<file path="config.mk">
export PLATFORM = sky130hd
export DESIGN_NAME = serial_word_tx
export DESIGN_NICKNAME = d
export VERILOG_FILES = /design/src/rtl/mtx_pkg.sv /design/src/rtl/mtx_bit_timer.sv /design/src/rtl/mtx_encoder.sv /design/src/rtl/mtx_failsafe.sv /design/src/rtl/mtx_loopcheck.sv /design/src/rtl/serial_word_tx.sv
export SDC_FILE = /design/constraint.sdc
export NUM_CORES = 1
export LEC_CHECK = 0
export BUFFER_PORTS_ARGS = -buffer_cell sky130_fd_sc_hd__buf_2
export CAP_MARGIN = 20
export CORE_MARGIN = 4
export CORE_UTILIZATION = 30
export CTS_CLUSTER_DIAMETER = 30
export DETAILED_ROUTE_END_ITERATION = 12
export GPL_TIMING_DRIVEN = 1
export SKIP_LAST_GASP = 1
export SYNTH_ARGS = -nofsm -noshare
export SYNTH_HDL_FRONTEND = slang
export SYNTH_SLANG_ARGS = --single-unit
</file>
<file path="constraint.sdc">
create_clock -name clk -period 2.2 [get_ports clk]
set_input_delay 0.44 -clock clk [delete_from_list [all_inputs] [get_ports clk]]
set_output_delay 0.44 -clock clk [all_outputs]
set_load 0.1 [all_outputs]
</file>
<file path="src/rtl/mtx_pkg.sv">
package mtx_pkg;
    typedef enum logic [1:0] {
        ST_IDLE,
        ST_SYNC,
        ST_BITS,
        ST_PAR
    } mtx_state_e;

    localparam int SYNC_SLOTS = 6;
endpackage

</file>
<file path="src/rtl/mtx_bit_timer.sv">
module mtx_bit_timer #(
    parameter int MHZ_A = 12,
    parameter int MHZ_B = 16,
    parameter int MHZ_C = 20
) (
    input  logic       clk,
    input  logic       rst_n,
    input  logic [1:0] freq_sel,
    input  logic       run,
    output logic       slot_end,
    output logic       slot_mid
);
    localparam int CW = $clog2(MHZ_C / 2 + 1);

    logic [CW-1:0] half_len;
    logic [CW-1:0] cnt;

    always_comb begin
        unique case (freq_sel)
            2'b00:   half_len = CW'(MHZ_A / 2);
            2'b01:   half_len = CW'(MHZ_B / 2);
            default: half_len = CW'(MHZ_C / 2);
        endcase
    end

    always_ff @(posedge clk or negedge rst_n) begin
        if (!rst_n)                         cnt <= '0;
        else if (!run)                      cnt <= '0;
        else if (cnt == half_len - CW'(1))  cnt <= '0;
        else                                cnt <= cnt + CW'(1);
    end

    assign slot_end = run && (cnt == half_len - CW'(1));
    assign slot_mid = run && (cnt == (half_len >> 1));


    slot_len_chk: assert property (@(posedge clk) disable iff (!rst_n)
        run |-> (cnt < half_len));
endmodule

</file>
<file path="src/rtl/mtx_encoder.sv">
module mtx_encoder
    import mtx_pkg::*;
#(
    parameter int DATA_W = 16
) (
    input  logic              clk,
    input  logic              rst_n,
    input  logic              word_valid,
    input  logic              word_is_data,
    input  logic [DATA_W-1:0] word_data,
    input  logic              slot_end,
    input  logic              halt,
    output logic              word_ready,
    output logic              busy,
    output logic              word_end,
    output logic              level,
    output logic              line_pos,
    output logic              line_neg,
    output logic              tx_inhibit
);
    localparam int WORD_SLOTS = SYNC_SLOTS + 2 * DATA_W + 2;
    localparam int SLOT_W     = $clog2(WORD_SLOTS);
    localparam int IDXW       = $clog2(DATA_W);

    mtx_state_e        state, state_n;
    logic [SLOT_W-1:0] slot, slot_n;
    logic [DATA_W-1:0] data_q;
    logic              kind_q;
    logic              last, take;
    logic [IDXW:0]     rel;
    logic [IDXW-1:0]   bit_idx;

    assign busy       = (state != ST_IDLE);
    assign last       = (slot == SLOT_W'(WORD_SLOTS - 1));
    assign word_end   = busy && slot_end && last;
    assign word_ready = !halt && (!busy || word_end);
    assign take       = word_valid && word_ready;

    always_comb begin
        state_n = state;
        slot_n  = slot;
        unique case (state)
            ST_IDLE: begin
                if (take) begin
                    state_n = ST_SYNC;
                    slot_n  = '0;
                end
            end
            ST_SYNC, ST_BITS, ST_PAR: begin
                if (halt) begin
                    state_n = ST_IDLE;
                    slot_n  = '0;
                end else if (slot_end) begin
                    if (last) begin
                        state_n = take ? ST_SYNC : ST_IDLE;
                        slot_n  = '0;
                    end else begin
                        slot_n = slot + SLOT_W'(1);
                        if (slot_n == SLOT_W'(SYNC_SLOTS))         state_n = ST_BITS;
                        if (slot_n == SLOT_W'(WORD_SLOTS - 2))     state_n = ST_PAR;
                    end
                end
            end
            default: begin
                state_n = ST_IDLE;
                slot_n  = '0;
            end
        endcase
    end

    always_ff @(posedge clk or negedge rst_n) begin
        if (!rst_n) begin
            state  <= ST_IDLE;
            slot   <= '0;
            data_q <= '0;
            kind_q <= 1'b0;
        end else begin
            state <= state_n;
            slot  <= slot_n;
            if (take) begin
                data_q <= word_data;
                kind_q <= word_is_data;
            end
        end
    end

    assign rel     = (IDXW + 1)'(slot - SLOT_W'(SYNC_SLOTS));
    assign bit_idx = rel[IDXW:1];

    always_comb begin
        unique case (state)
            ST_SYNC: level = kind_q ? (slot >= SLOT_W'(SYNC_SLOTS / 2))
                                    : (slot <  SLOT_W'(SYNC_SLOTS / 2));
            ST_BITS: level = data_q[IDXW'(DATA_W - 1) - bit_idx] ^ rel[0];
            ST_PAR:  level = (~^data_q) ^ rel[0];
            default: level = 1'b0;
        endcase
    end

    always_comb begin
        line_pos   = busy && !halt && level;
        line_neg   = busy && !halt && !level;
        tx_inhibit = !(busy && !halt);
    end


    lines_excl_chk: assert property (@(posedge clk) disable iff (!rst_n)
        !(line_pos && line_neg));

    slot_bound_chk: assert property (@(posedge clk) disable iff (!rst_n)
        slot <= SLOT_W'(WORD_SLOTS - 1));

    no_gap_chk: assert property (@(posedge clk) disable iff (!rst_n)
        (word_end && word_valid && !halt) |=> (state == ST_SYNC && slot == '0));

    quiet_chk: assert property (@(posedge clk) disable iff (!rst_n)
        tx_inhibit |-> (!line_pos && !line_neg));
endmodule

</file>
<file path="src/rtl/mtx_failsafe.sv">
module mtx_failsafe #(
    parameter int TIMEOUT_US = 800,
    parameter int MHZ_A      = 12,
    parameter int MHZ_B      = 16,
    parameter int MHZ_C      = 20
) (
    input  logic       clk,
    input  logic       rst_n,
    input  logic [1:0] freq_sel,
    input  logic       busy,
    output logic       tripped
);
    localparam int LW = $clog2(TIMEOUT_US * MHZ_C + 1);

    logic [LW-1:0] limit;
    logic [LW-1:0] cnt;

    always_comb begin
        unique case (freq_sel)
            2'b00:   limit = LW'(TIMEOUT_US * MHZ_A);
            2'b01:   limit = LW'(TIMEOUT_US * MHZ_B);
            default: limit = LW'(TIMEOUT_US * MHZ_C);
        endcase
    end

    always_ff @(posedge clk or negedge rst_n) begin
        if (!rst_n) begin
            cnt     <= '0;
            tripped <= 1'b0;
        end else if (!busy) begin
            cnt <= '0;
        end else if (!tripped) begin
            if (cnt == limit - LW'(1)) tripped <= 1'b1;
            else                       cnt     <= cnt + LW'(1);
        end
    end


    trip_sticky_chk: assert property (@(posedge clk) disable iff (!rst_n)
        tripped |=> tripped);

    trip_quiet_chk: assert property (@(posedge clk) disable iff (!rst_n)
        $rose(tripped) |=> !busy);
endmodule

</file>
<file path="src/rtl/mtx_loopcheck.sv">
module mtx_loopcheck (
    input  logic clk,
    input  logic rst_n,
    input  logic slot_mid,
    input  logic word_end,
    input  logic abort,
    input  logic exp_level,
    input  logic rx_pos,
    input  logic rx_neg,
    output logic loop_fail
);
    logic acc;
    logic miss;

    assign miss = (rx_pos != exp_level) || (rx_neg == exp_level);

    always_ff @(posedge clk or negedge rst_n) begin
        if (!rst_n) begin
            acc       <= 1'b0;
            loop_fail <= 1'b0;
        end else begin
            loop_fail <= word_end && !abort && acc;
            if (abort || word_end)  acc <= 1'b0;
            else if (slot_mid && miss) acc <= 1'b1;
        end
    end


    pulse_once_chk: assert property (@(posedge clk) disable iff (!rst_n)
        loop_fail |=> !loop_fail);
endmodule

</file>
<file path="src/rtl/serial_word_tx.sv">
module serial_word_tx #(
    parameter int DATA_W     = 16,
    parameter int TIMEOUT_US = 800,
    parameter int MHZ_A      = 12,
    parameter int MHZ_B      = 16,
    parameter int MHZ_C      = 20
) (
    input  logic              clk,
    input  logic              rst_n,
    input  logic [1:0]        freq_sel,
    input  logic              word_valid,
    input  logic              word_is_data,
    input  logic [DATA_W-1:0] word_data,
    output logic              word_ready,
    output logic              line_pos,
    output logic              line_neg,
    output logic              tx_inhibit,
    input  logic              rx_pos,
    input  logic              rx_neg,
    output logic              timeout_flag,
    output logic              loop_fail
);
    logic busy, slot_end, slot_mid, word_end, level;

    mtx_bit_timer #(.MHZ_A(MHZ_A), .MHZ_B(MHZ_B), .MHZ_C(MHZ_C)) u_timer (
        .clk(clk), .rst_n(rst_n), .freq_sel(freq_sel), .run(busy),
        .slot_end(slot_end), .slot_mid(slot_mid)
    );

    mtx_encoder #(.DATA_W(DATA_W)) u_enc (
        .clk(clk), .rst_n(rst_n), .word_valid(word_valid),
        .word_is_data(word_is_data), .word_data(word_data),
        .slot_end(slot_end), .halt(timeout_flag), .word_ready(word_ready),
        .busy(busy), .word_end(word_end), .level(level),
        .line_pos(line_pos), .line_neg(line_neg), .tx_inhibit(tx_inhibit)
    );

    mtx_failsafe #(.TIMEOUT_US(TIMEOUT_US), .MHZ_A(MHZ_A), .MHZ_B(MHZ_B),
                   .MHZ_C(MHZ_C)) u_fs (
        .clk(clk), .rst_n(rst_n), .freq_sel(freq_sel), .busy(busy),
        .tripped(timeout_flag)
    );

    mtx_loopcheck u_loop (
        .clk(clk), .rst_n(rst_n), .slot_mid(slot_mid), .word_end(word_end),
        .abort(timeout_flag), .exp_level(level), .rx_pos(rx_pos),
        .rx_neg(rx_neg), .loop_fail(loop_fail)
    );
endmodule

</file>
=== After elaboration in Yosys (flattened, before gate mapping) ===
Cells that the tools add are included.

* Logic and storage cells: 94
* Input bits: 24
* Register bits: 46
* Output and inout bits: 6

* Equal/unequal tests: 17
* Bitwise logic cells: 2
* Reduce and logical (&&, ||, !) cells: 28
* Mux-type cells: 28
* $lt $le $gt $ge: 3
* $add $sub $neg: 7

{| class="wikitable"
|+ Operators with widths
! operator !! number
|-
| 2-to-1 mux 14 bit || 3
|-
| case mux 13 bit (2 select lines) || 1
|-
| 2-to-1 mux 6 bit || 4
|-
| XNOR reduction 16 bit || 1
|-
| adder 14 x 1 -> 14 bit, second input constant || 1
|-
| == test 14 bit || 1
|-
| subtractor 14 x 1 -> 14 bit, second input constant || 1
|-
| == test 6 bit, second input constant || 2
|-
| logical AND 1 bit || 12
|-
| 2-to-1 mux 2 bit || 6
|-
| case mux 6 bit (2 select lines) || 1
|-
| 2-to-1 mux 4 bit || 2
|-
| case mux 4 bit (2 select lines) || 1
|-
| 2-to-1 mux 1 bit || 7
|-
| adder 6 x 1 -> 6 bit, second input constant || 1
|-
| == test 6 x 3 -> 1 bit, second input constant || 1
|-
| greater-or-equal comparator 6 x 2 -> 1 bit, second input constant || 1
|-
| < comparator 6 x 2 -> 1 bit, second input constant || 1
|-
| < comparator 4 x 5 -> 1 bit, second input constant || 1
|-
| inequality test 5 x 1 -> 1 bit, second input constant || 1
|-
| subtractor 5 x 3 -> 5 bit, second input constant || 1
|-
| adder 4 x 1 -> 4 bit, second input constant || 1
|-
| binary-select mux 1 bit (select 4 bit) || 1
|-
| == test 2 x 1 -> 1 bit, second input constant || 2
|-
| other kinds (20) || 31
|}

=== Depth between registers and ports, before layout ===
Gate-level depths: netlist (run 1).

* Depth in word-level cells: 15
* Depth in mapped cells: 10

=== Cells and area by module ===
Synthesis (run 1) repeated with hierarchy kept, for this count alone.

* Cells, all modules: 271
* Area, all modules: 2,886.5 sq um

{| class="wikitable"
|+ By module, submodules not included
! module !! area an instance (sq um) !! instances !! cells each
|-
| mtx_encoder || 1,632.8 || 1 || 141
|-
| mtx_failsafe || 883.3 || 1 || 92
|-
| mtx_bit_timer || 277.8 || 1 || 29
|-
| mtx_loopcheck || 92.6 || 1 || 9
|}

=== Least setup slack after synthesis (run 1) ===
OpenSTA, ideal clock, no wires.

* Kind: input to output
* Start point: input freq_sel[1]
* End point: output word_ready
* Stages on the path: 7
* Data required time: 1.760 ns
* Slack: -1.484 ns
* Path buffers: 0
* Arrival: 3.244 ns
* Cells stage by stage: nand2b_1 > inv_2 > ha_1 > xor2_1 > nand3_1 > or4_1 > a21oi_1

* Longest elaborated chain between the ends: 9

{| class="wikitable"
|+ RTL lines
! element !! line !! source
|-
| start, declared || serial_word_tx.sv:10 || <nowiki>input logic [1:0] freq_sel,</nowiki>
|-
| == test 2 x 1 -> 1 bit or logical NOT 2 bit (tied branches) || mtx_bit_timer.sv:19 || <nowiki>unique case (freq_sel)</nowiki>
|-
| case mux 4 bit (2 select lines) (*) || mtx_bit_timer.sv:19 ||
|-
| subtractor 4 x 1 -> 4 bit (*) || mtx_bit_timer.sv:33 || <nowiki>assign slot_end = run && (cnt == half_len - CW'(1));</nowiki>
|-
| == test 4 bit (*) || mtx_bit_timer.sv:33 ||
|-
| logical AND 1 bit (*) || mtx_bit_timer.sv:33 ||
|-
| logical AND 1 bit (*) (2 in series) || mtx_encoder.sv:35 || <nowiki>assign word_end = busy && slot_end && last;</nowiki>
|-
| logical OR 1 bit (*) || mtx_encoder.sv:36 || <nowiki>assign word_ready = !halt && (!busy || word_end);</nowiki>
|-
| logical AND 1 bit (*) || mtx_encoder.sv:36 ||
|-
| end, declared || serial_word_tx.sv:14 || <nowiki>output logic word_ready,</nowiki>
|}

Mark *: on every way between the ends. The rest lies on a longest branch, timed or not.

=== Final worst setup path (run 1) ===
* Start point: register u_enc.slot[1]
* End point: output line_neg

* Longest elaborated chain between the ends: 8

{| class="wikitable"
|+ RTL lines
! element !! line !! source
|-
| start, declared || mtx_encoder.sv:26 || <nowiki>logic [SLOT_W-1:0] slot, slot_n;</nowiki>
|-
| start signal, assigned || mtx_encoder.sv:79 || <nowiki>slot <= slot_n;</nowiki>
|-
| subtractor 5 x 3 -> 5 bit || mtx_encoder.sv:87 || <nowiki>assign rel = (IDXW + 1)'(slot - SLOT_W'(SYNC_SLOTS));</nowiki>
|-
| subtractor 4 bit || mtx_encoder.sv:94 || <nowiki>ST_BITS: level = data_q[IDXW'(DATA_W - 1) - bit_idx] ^ rel[0];</nowiki>
|-
| binary-select mux 1 bit (select 4 bit) || mtx_encoder.sv:94 ||
|-
| 2-to-1 mux 1 bit (not written as such) || mtx_encoder.sv:94 ||
|-
| bitwise XOR 1 bit || mtx_encoder.sv:94 ||
|-
| case mux 1 bit (3 select lines) (*) || mtx_encoder.sv:91 || <nowiki>unique case (state)</nowiki>
|-
| logical NOT 1 bit (*) || mtx_encoder.sv:102 || <nowiki>line_neg = busy && !halt && !level;</nowiki>
|-
| logical AND 1 bit (*) || mtx_encoder.sv:102 ||
|-
| end, declared || serial_word_tx.sv:16 || <nowiki>output logic line_neg,</nowiki>
|}

Mark *: on every way between the ends. The rest lies on a longest branch, timed or not. The select of a mux whose other input is x is not followed.

==> results of run 1 <==
==> critical path, cell delays in order (launching register included) <==
cell and delay [ps]:
dfrtp_2 420, buf_6 140, mux4_2 510, mux4_2 490, mux2i_2 210, and3_4 240, and2_4 160, buf_12 160
==> state kept, by name, indices dropped and copies added, names as in the netlist <==
name,count
u_enc.state,2
u_loop.loop_fail,1
u_fs.cnt,14
u_loop.acc,1
u_fs.tripped,1
u_enc.kind_q,1
u_timer.cnt,4
u_enc.slot,6
u_enc.data_q,16
==> cells in the mapped netlist, types with 4 or more instances <==
cell type / instances / area, um^2
a21oi_1: 6 / 30.03
clkbuf_1: 6 / 22.52
dfrtp_1: 46 / 1151
ha_1: 6 / 75.07
inv_1: 4 / 15.01
mux2_1: 18 / 202.7
mux4_1: 4 / 105.1
nand2_1: 15 / 56.30
nand2b_1: 4 / 25.02
nand3_1: 8 / 40.04
nand4_1: 7 / 43.79
nor2_1: 34 / 127.6
nor3b_1: 4 / 30.03
nor4_1: 9 / 56.30
o21ai_1: 8 / 40.04
o31ai_1: 4 / 30.03
xnor2_1: 27 / 236.5
xor2_1: 9 / 78.83
==> stage by stage <==
stage / power, mW / setup slack [ps] / setup TNS, ps / cell area [um^2]
after global placement: 4.648 / -535.4 / -5366 / 3448
after floorplan: 3.568 / -531.3 / -1513 / 2819
after detailed placement: 4.695 / -568.4 / -7425 / 3448
after global routing: 5.649 / -945.5 / -2379 / 3601
after CTS: 5.322 / -919.0 / -2296 / 3556
final: 5.315 / -872.1 / -2138 / 3601
==> power groups by stage <==
stage	combinational (mW)	sequential, mW	clock (mW)
floorplan	2.27	1.30	0
global placement	3.32	1.33	0
detailed placement	3.37	1.33	0
CTS	3.42	1.33	0.580
global route	3.67	1.37	0.613
finish	3.43	1.33	0.554
==> cell families (layout without fill, tap and decap cells) <==
logic type                 count (synthesis)  after routing
AOI/OAI and AO/OA                         30             30
xor gates and xnor gates                  38             38
adders and majority gates                  6              6
buffers and inverters                     19             92
DFF                                       46             46
muxes                                     25             25
and+or+nand+nor                          101            101
==> routing by layer <==
layer,GRT usage [%],wire length [um],vias up,share of wire (%)
li1,-,-,1081,-
met1,15.81,2853,1060,47
met2,19.58,2894,33,48
met3,2.550,225,7,3.7
met4,3.989,91,0,1.5
met5,0,0,-,0
==> final timing paths <==
check	startpoint	slack [ps]	endpoint	cells past startpoint
min reg2reg	u_timer.cnt[0]	550	u_timer.cnt[0]	1
min	rst_n	210	u_enc.data_q[6]	2
max	u_enc.slot[1]	-870	line_neg	7
max reg2reg	u_enc.slot[1]	-170	u_loop.acc	6
min in group clk	word_data[14]	330	u_enc.data_q[14]	2
max in group asynchronous	rst_n	1550	u_fs.tripped	2
==> area by class of cell <==
type                            instances  area (um^2)  share of cell area [%]
Clock buffer                            6        82.58                   2.293
Clock inverter                          2        12.51                  0.3475
Inverter                                6        28.78                  0.7992
Multi-Input combinational cell        200         1593                   44.23
Sequential cell                        46         1154                   32.04
Tap cell                              108        135.1                   3.753
Timing Repair Buffer                   78        595.6                   16.54
==> repair_timing <==
item / in CTS / in global routing
buffers inserted: 3 / 2
resized for setup: 5 / 10
hold endpoints to repair: 0 / 0
hold buffers: 0 / 0
pin swaps: 1 / 5
setup endpoints to repair: 4 / 23
==> Flow_metrics.wiki, run 1 <==
{| class="wikitable"
! Metric !! Value
|-
| Result of the run || complete, but fails checks
|-
| Violated checks || setup timing
|-
| Worst rel slew slack || 60.30%
|-
| Worst ir drop on vdd || 1.287 mV
|-
| Portion of the post-synthesis area used by sequential elements || about two fifths
|-
| Simple-gate portion of the synthesized area || 18.94%
|-
| Final clock period utilization by the worst path || 139.6%
|-
| Crit path required time || 1760 ps
|-
| Cell internal pwr || 3.081 mW
|-
| Placeable core region || 8806 um^2
|-
| Share of layout cells above drive strength 1 || 34.02%
|-
| Cell count after placement || 436
|-
| Worst setup path category || reg2out
|-
| Vias in the first global route || 2246
|-
| Count of H-tree levels built during CTS || 2
|-
| Starting DRC count in detailed routing || 105
|-
| Width of the chip || 103.6 um
|-
| Combinational family with the most area after synthesis || simple AND/OR/NAND/NOR gates
|-
| Setup clock skew after layout || 8.090 ps
|-
| Number of search-and-repair iterations in the first detailed-routing pass || 4
|-
| Sw Share || 42.03%
|-
| Total congestion overflow || 0
|-
| Synth cell types || 45
|-
| Most common cell after layout, fill and taps aside || buf_4
|-
| Number of buffers inserted during clock tree synthesis || 5
|-
| Starting density of the core || 31.13%
|-
| Static Leakage || ~1.5 nW
|-
| Largest net degree at the start of global routing || 47
|-
| # setup viols final || 4
|-
| Xor/xnor share of the synthesized area || 13.14%
|-
| Die outline height || 103.6 um
|-
| Summed instance area of the synthesized netlist || about 2700 um^2
|-
| Inserted Diodes || 0
|-
| DRC violations left || 0
|-
| Worst-Skew Late Latency || 310 ps
|-
| Via-to-Cell Ratio || ~5
|-
| Arithmetic-cell share of the synthesized area counting full adders, half adders and majority gates || under 10%
|-
| Unrepaired setup endpoints after global routing || yes
|-
| Initial antenna violation count || 0
|-
| Number of hold violations in the final report || 0
|-
| Routability congestion estimate || 0.8288
|-
| Number of filler cells placed in the layout || 842
|-
| Crit path launch type || register
|-
| Post-synthesis compound-gate area fraction || 7.029%
|-
| Total track usage || 11.97%
|-
| Maximum fanout along the worst path || 4
|-
| Number of warnings reported in the yosys synthesis log || 0
|-
| CTS root buffer || clkbuf_8
|-
| Non-Filler Instances || around 450
|-
| Average wire per standard cell || 13.60 um
|-
| Area added between synthesis and finish || 31.36%
|-
| Minimum setup slack in the final design || -872.1 ps
|-
| Total Die Area || 10730 um^2
|-
| Total count of max-transition violations in the final report || 0
|-
| Cells after Synth || 265
|-
| Post-synth EDFFs || 0
|-
| Synthesized area per cell || 10.34 um^2
|-
| Layout Utilization || 40.89%
|-
| CTS tree || built
|-
| Wire length of the first global-routing pass || 10660 um
|-
| Signal arrival time at the worst endpoint || between 2000 and 3000 ps
|-
| Number of placement rows || 34
|-
| Time the final worst path needs with I/O delays and setup || ~3000 ps
|-
| Minimum hold slack || 207.4 ps
|-
| Slew at the pin with the worst max-slew slack || 595.5 ps
|-
| Relative contribution of combinational cells to total power || between 60% and 70%
|-
| Top achievable clock speed || between 0.3 and 0.4 GHz
|-
| Share of cell area taken by muxes after synthesis || between 10% and 20%
|-
| Power density relative to cell area || 1476 nW/um^2
|-
| Top library cells by usage in the layout, fill and taps aside || buf_4 (47), dfrtp_1 (44), nor2_1 (29)
|-
| Switching Power || between 2 and 2.5 mW
|-
| Ports placed on the boundary || 30
|-
| CTS Buffer Depth || 2
|-
| Post-synthesis async set-or-reset flop share || between 90% and 100%
|-
| HPWL Detailed || between 4000 and 5000 um
|-
| Final antenna-violating net count || 0
|-
| Path type of the worst min-delay path || in2async
|-
| Via count || 2181
|-
| Number of nets in the layout || ~370
|-
| Endpoint kind of the worst setup timing path || output port
|-
| Clock group share of total power || 10.4%
|-
| Clock-pin transition on the worst setup and hold timing paths || 90 ps
|-
| Power share of the sequential group || 25.1%
|-
| Synth Net Count || 295
|-
| WL final || 6065 um
|-
| # Max-Cap Violations || 0
|-
| Synthesis-stage register bit count || 46
|-
| Clock Sinks || 46
|-
| Port Buffers || 29
|-
| Most common flop cell mapped by yosys || dfrtp_1
|}
Power figures use the tool's default switching activity.
==> run 2, diff against run 1 <==
- RECOVER_POWER: unset -> 100
==> Flow_metrics.wiki, run 2 (synthesis gave the netlist of run 1 again) <==
{| class="wikitable"
! Metric !! Value
|-
| Area added between synthesis and finish || 30.53%
|-
| Number of nets in the layout || 367
|-
| Minimum hold slack || 337.3 ps
|-
| Width of the chip || 103.6 um
|-
| Average wire per standard cell || between 10 and 15 um
|-
| Top achievable clock speed || roughly 0.33 GHz
|-
| Cell internal pwr || 3.054 mW
|-
| Crit path required time || 1760 ps
|-
| Top library cells by usage in the layout, fill and taps aside || dfrtp_1 (44), buf_4 (40), nor2_1 (29)
|-
| Most common cell after layout, fill and taps aside || dfrtp_1
|-
| Path type of the worst min-delay path || in2reg
|-
| WL final || roughly 6000 um
|-
| CTS tree || built
|-
| DRC violations left || 0
|-
| Number of search-and-repair iterations in the first detailed-routing pass || 4
|-
| CTS root buffer || clkbuf_8
|-
| Clock-pin transition on the worst setup and hold timing paths || 90 ps
|-
| Count of H-tree levels built during CTS || 2
|-
| Via count || 2176
|-
| Total Die Area || 10730 um^2
|-
| Vias in the first global route || 2246
|-
| Worst setup path category || reg2out
|-
| Total count of max-transition violations in the final report || 0
|-
| Unrepaired setup endpoints after global routing || yes
|-
| Ports placed on the boundary || 30
|-
| Number of placement rows || 34
|-
| Clock Sinks || 46
|-
| Maximum fanout along the worst path || 4
|-
| Finished layout cell area || approximately 3600 um^2
|-
| Crit path launch type || register
|-
| Flip-flop count of the largest register, all copies and words added || 16
|-
| Time the final worst path needs with I/O delays and setup || 3068 ps
|-
| Worst rel slew slack || 22.79%
|-
| Violated checks || setup timing
|-
| Port Buffers || 29
|-
| Starting DRC count in detailed routing || 102
|-
| Setup clock skew after layout || 8.498 ps
|-
| # setup viols final || 4
|-
| Inserted Diodes || 0
|-
| Wire length of the first global-routing pass || 10660 um
|-
| CTS Buffer Depth || 2
|-
| Slew at the pin with the worst max-slew slack || 1163 ps
|-
| Placeable core region || between 8000 and 9000 um^2
|-
| Signal arrival time at the worst endpoint || 2630 ps
|-
| Switching Power || 2.218 mW
|-
| Minimum setup slack in the final design || -868.1 ps
|-
| Clock group share of total power || 10.4%
|-
| Static Leakage || between 1.5 and 2 nW
|-
| Top reg by flops || u_enc.data_q
|-
| Worst ir drop on vdd || approximately 1.3 mV
|-
| Largest net degree at the start of global routing || 47
|-
| Via-to-Cell Ratio || between 4 and 5
|-
| Number of filler cells placed in the layout || around 850
|-
| Share of layout cells above drive strength 1 || 32.84%
|-
| Initial antenna violation count || 0
|-
| Final antenna-violating net count || 0
|-
| # Max-Cap Violations || 0
|-
| Starting density of the core || a little under a third
|-
| Number of buffers inserted during clock tree synthesis || 5
|-
| Total congestion overflow || 0
|-
| HPWL Detailed || about 4500 um
|-
| Relative contribution of combinational cells to total power || 64.3%
|-
| Routability congestion estimate || between 0.8 and 0.9
|-
| Number of hold buffers added after CTS || 0
|-
| Die outline height || roughly 100 um
|-
| Result of the run || complete, but fails checks
|-
| Number of hold violations in the final report || 0
|-
| Worst-Skew Late Latency || 300 ps
|-
| Power share of the sequential group || 25.3%
|-
| Endpoint kind of the worst setup timing path || output port
|-
| Sw Share || 42.07%
|-
| Cell area reported after detailed placement || 3448 um^2
|-
| Power density relative to cell area || 1473 nW/um^2
|-
| Total track usage || 11.97%
|-
| Biggest regs || u_enc.data_q x16, u_fs.cnt x14, u_enc.slot x6
|-
| Final clock period utilization by the worst path || 139.5%
|}
==> run 2: area by class of cell <==
| type | instances | area [um^2] | share of cell area (%) |
|---|---|---|---|
| clock buffers | 6 | 82.58 | 2.308 |
| multi-input cells | 200 | 1593 | 44.51 |
| well taps | 108 | 135.1 | 3.776 |
| flip-flops and latches | 46 | 1154 | 32.24 |
| repair buffers | 78 | 575.6 | 16.08 |
| clock inverters | 2 | 12.51 | 0.3497 |
| inverters | 6 | 26.28 | 0.7343 |
==> run 2: per-stage QoR <==
stage / instances / worst slack [ps] / power [mW] / utilization [%] / setup TNS, ps
after floorplan: 265 / -531.3 / 3.568 / - / -1513
after global placement: 436 / -535.4 / 4.648 / 39.16 / -5366
after detailed placement: 436 / -568.4 / 4.695 / 39.16 / -7425
after CTS: 445 / -919.0 / 5.322 / 40.38 / -2296
after global routing: 446 / -945.5 / 5.620 / 40.64 / -3610
final: 446 / -868.1 / 5.272 / 40.64 / -2147
==> run 2: metal layers <==
layer / vias up / global-route usage, % / share of wire, %
li1: 1078 / - / -
met1: 1055 / 15.81 / 47
met2: 36 / 19.58 / 47
met3: 7 / 2.550 / 4.0
met4: 0 / 3.989 / 1.6
met5: - / 0 / 0
==> run 2: power groups by stage <==
stage	Clock [mW]	Combinational, mW	Sequential (mW)
finish	0.550	3.39	1.33
global route	0.613	3.64	1.37
CTS	0.580	3.42	1.33
detailed placement	0	3.37	1.33
global placement	0	3.32	1.33
floorplan	0	2.27	1.30
==> run 2: worst paths after layout <==
kind                                 from               end  slack (ps)  cells after the start
hold / removal              word_data[14]  u_enc.data_q[14]         340                      2
min in group asynchronous           rst_n   u_enc.data_q[6]         430                      2
max in group asynchronous           rst_n      u_fs.tripped         980                      2
setup / recovery            u_enc.slot[1]          line_neg        -870                      7
hold reg to reg            u_timer.cnt[0]    u_timer.cnt[0]         550                      1
setup reg to reg            u_enc.slot[1]        u_loop.acc        -170                      6
==> run 2: repair_timing <==
item / CTS / global route
resized for setup: 5 / 10
endpoints found under the setup margin: 4 / 23
pin swaps: 1 / 5
buffers inserted: 3 / 2
cloned: 0 / 0
==> run 2: critical path, stage by stage, from the launching register on <==
cell and delay [ps]:
dfrtp_2 410, buf_6 140, mux4_2 500, mux4_2 490
mux2i_2 210, and3_4 250, and2_4 160, buf_12 160
==> run 3, diff against run 2 <==
--- a/config.mk
+++ b/config.mk
@@ -9,8 +9,10 @@
 export CAP_MARGIN = 20
 export CORE_MARGIN = 4
-export CORE_UTILIZATION = 30
+export CORE_UTILIZATION = 55
+export CTS_BUF_LIST = sky130_fd_sc_hd__clkbuf_4 sky130_fd_sc_hd__clkbuf_8
 export CTS_CLUSTER_DIAMETER = 30
 export DETAILED_ROUTE_END_ITERATION = 12
 export GPL_TIMING_DRIVEN = 1
+export PLACE_DENSITY = 0.78
 export RECOVER_POWER = 100
 export SKIP_LAST_GASP = 1
==> constraint.sdc (replaced) <==
create_clock -name clk -period 2.2 [get_ports clk]
set_input_delay 0.44 -clock clk [delete_from_list [all_inputs] [get_ports clk]]
set_output_delay 0.44 -clock clk [all_outputs]
set_load 0.005 [all_outputs]
==> Flow_metrics.wiki, run 3 (synthesis gave the netlist of run 1 again) <==
{| class="wikitable"
! Metric !! Value
|-
| Port Buffers || 29
|-
| Count of H-tree levels built during CTS || 2
|-
| Starting DRC count in detailed routing || 142
|-
| Vias in the first global route || 2306
|-
| Routability congestion estimate || 0.8660
|-
| Number of search-and-repair iterations in the first detailed-routing pass || 4
|-
| Inserted Diodes || 0
|-
| Die outline height || 78.60 um
|-
| Number of hold buffers added after CTS || 0
|-
| Most used routing layer || met2
|-
| Ports placed on the boundary || 30
|-
| Area added between synthesis and finish || 26.29%
|-
| Minimum setup slack in the final design || -797.8 ps
|-
| Worst-Skew Late Latency || around 300 ps
|-
| Most common cell after layout, fill and taps aside || dfrtp_1
|-
| Worst rel slew slack || 4.526%
|-
| Via count || around 2300
|-
| Layout Utilization || 72.34%
|-
| Share of layout cells above drive strength 1 || 31.18%
|-
| Placeable core region || ~4800 um^2
|-
| Top reg by flops || u_enc.data_q
|-
| # setup viols final || 24
|-
| Violated checks || setup timing
|-
| Total count of max-transition violations in the final report || 0
|-
| Initial antenna violation count || 0
|-
| Top library cells by usage in the layout, fill and taps aside || dfrtp_1 (45), buf_4 (43), nor2_1 (32)
|-
| CTS root buffer || clkbuf_8
|-
| Clock Sinks || 46
|-
| Finished layout cell area || 3462 um^2
|-
| Slew at the pin with the worst max-slew slack || approximately 1400 ps
|-
| Crit path required time || 1760 ps
|-
| # Max-Cap Violations || 0
|-
| Total track usage || 22.40%
|-
| Via-to-Cell Ratio || roughly 5.5
|-
| HPWL Detailed || 4518 um
|-
| Minimum hold slack || 346.9 ps
|-
| Clock-pin transition on the worst setup and hold timing paths || ~80 ps
|-
| Cell count after placement || slightly below 400
|-
| Static Leakage || 1.516 nW
|-
| Flip-flop count of the largest register, all copies and words added || 16
|-
| Worst setup path category || reg2out
|-
| Top achievable clock speed || about 0.33 GHz
|-
| Number of buffers inserted during clock tree synthesis || 5
|-
| Width of the chip || 78.60 um
|-
| Total congestion overflow || 0
|-
| Maximum fanout along the worst path || 4
|-
| DRC violations left || 0
|-
| Average wire per standard cell || about 16 um
|-
| Result of the run || complete, but fails checks
|-
| Biggest regs || u_enc.data_q x16, u_fs.cnt x14, u_enc.slot x6
|-
| Cell area reported after detailed placement || approximately 3300 um^2
|-
| Wire length of the first global-routing pass || 10940 um
|-
| Signal arrival time at the worst endpoint || around 2600 ps
|-
| Power density relative to cell area || 1345 nW/um^2
|-
| Path type of the worst min-delay path || in2reg
|-
| Unrepaired setup endpoints after global routing || yes
|-
| Number of nets in the layout || 369
|-
| Starting density of the core || 57.28%
|-
| Endpoint kind of the worst setup timing path || output port
|-
| Final antenna-violating net count || 0
|-
| Largest net degree at the start of global routing || 26
|-
| Non-Filler Instances || 407
|-
| Number of filler cells placed in the layout || 364
|-
| Total Power || between 4 and 5 mW
|-
| Grt met3 use || 4.931%
|-
| Total Die Area || 6178 um^2
|-
| CTS tree || built
|-
| Worst slack after detailed placement || -526.6 ps
|-
| Final clock period utilization by the worst path || 136.3%
|-
| Global-route met2 utilization || 36.93%
|-
| Crit path launch type || register
|-
| Total negative slack || -3173 ps
|-
| Number of placement rows || 25
|-
| WL final || 6380 um
|-
| Time the final worst path needs with I/O delays and setup || approximately 3000 ps
|-
| CTS Buffer Depth || 2
|-
| M1 GR Usage || about 29%
|-
| Number of hold violations in the final report || 0
|-
| Setup clock skew after layout || 9.246 ps
|-
| Worst ir drop on vdd || 1.121 mV
|}
-- run 3: cell count changes in the layout (fill, tap and decap cells not counted), sizes merged --
cell	before	now
buf	69	74
clkbuf	15	13
clkinvlp	2	0
inv	5	6
-- run 3: what timing repair did --
| action | in CTS | in global routing |
|---|---|---|
| setup endpoints to repair | 4 | 25 |
| buffers inserted | 2 | 2 |
| pin swaps | 4 | 2 |
| resized for setup | 11 | 5 |
| endpoints found under the hold margin | 0 | 0 |
| cloned | 0 | 0 |
-- run 3: path summary, 6_finish.rpt --
kind	end	cells past startpoint	from	slack (ps)
max in group asynchronous	u_enc.data_q[7]	2	rst_n	520
min in group asynchronous	u_enc.state[0]	1	rst_n	460
worst max register to register	u_loop.acc	7	u_enc.slot[1]	-220
worst min-delay path	u_enc.data_q[5]	2	word_data[5]	350
worst max-delay path	line_neg	7	u_enc.slot[1]	-800
worst min register to register	u_enc.kind_q	1	u_enc.kind_q	550
-- run 3: critical path, stage by stage, from the launching register on --
cell and delay [ps]:
dfrtp_2 470, ha_4 310, mux4_2 300, mux4_2 500, mux2i_2 230, and3_4 230, and2_4 140, buf_6 90
-- run 3: layer usage --
layer  wire length [um]  up-vias
met5                  0        -
li1                   -     1087
met2               3200       63
met1               2724     1090
met4                125        0
met3                330       14
-- run 3: power breakdown --
group	leakage (nW)	total, mW	switching [mW]	internal (mW)
clock	0.0517	0.557	0.291	0.266
combinational	0.871	2.76	1.21	1.54
sequential	0.593	1.34	0.239	1.10
total	1.52	4.66	1.74	2.91
-- run 3: layout make-up --
class | instances | area (um^2) | share of cell area [%]
multi-input combinational | 200 | 1569 | 45.32
sequential | 46 | 1152 | 33.29
timing repair buffer | 80 | 539.3 | 15.58
clock buffer | 7 | 90.09 | 2.602
tap | 67 | 83.83 | 2.421
inverter | 6 | 22.52 | 0.6505
clock inverter | 1 | 5.005 | 0.1446
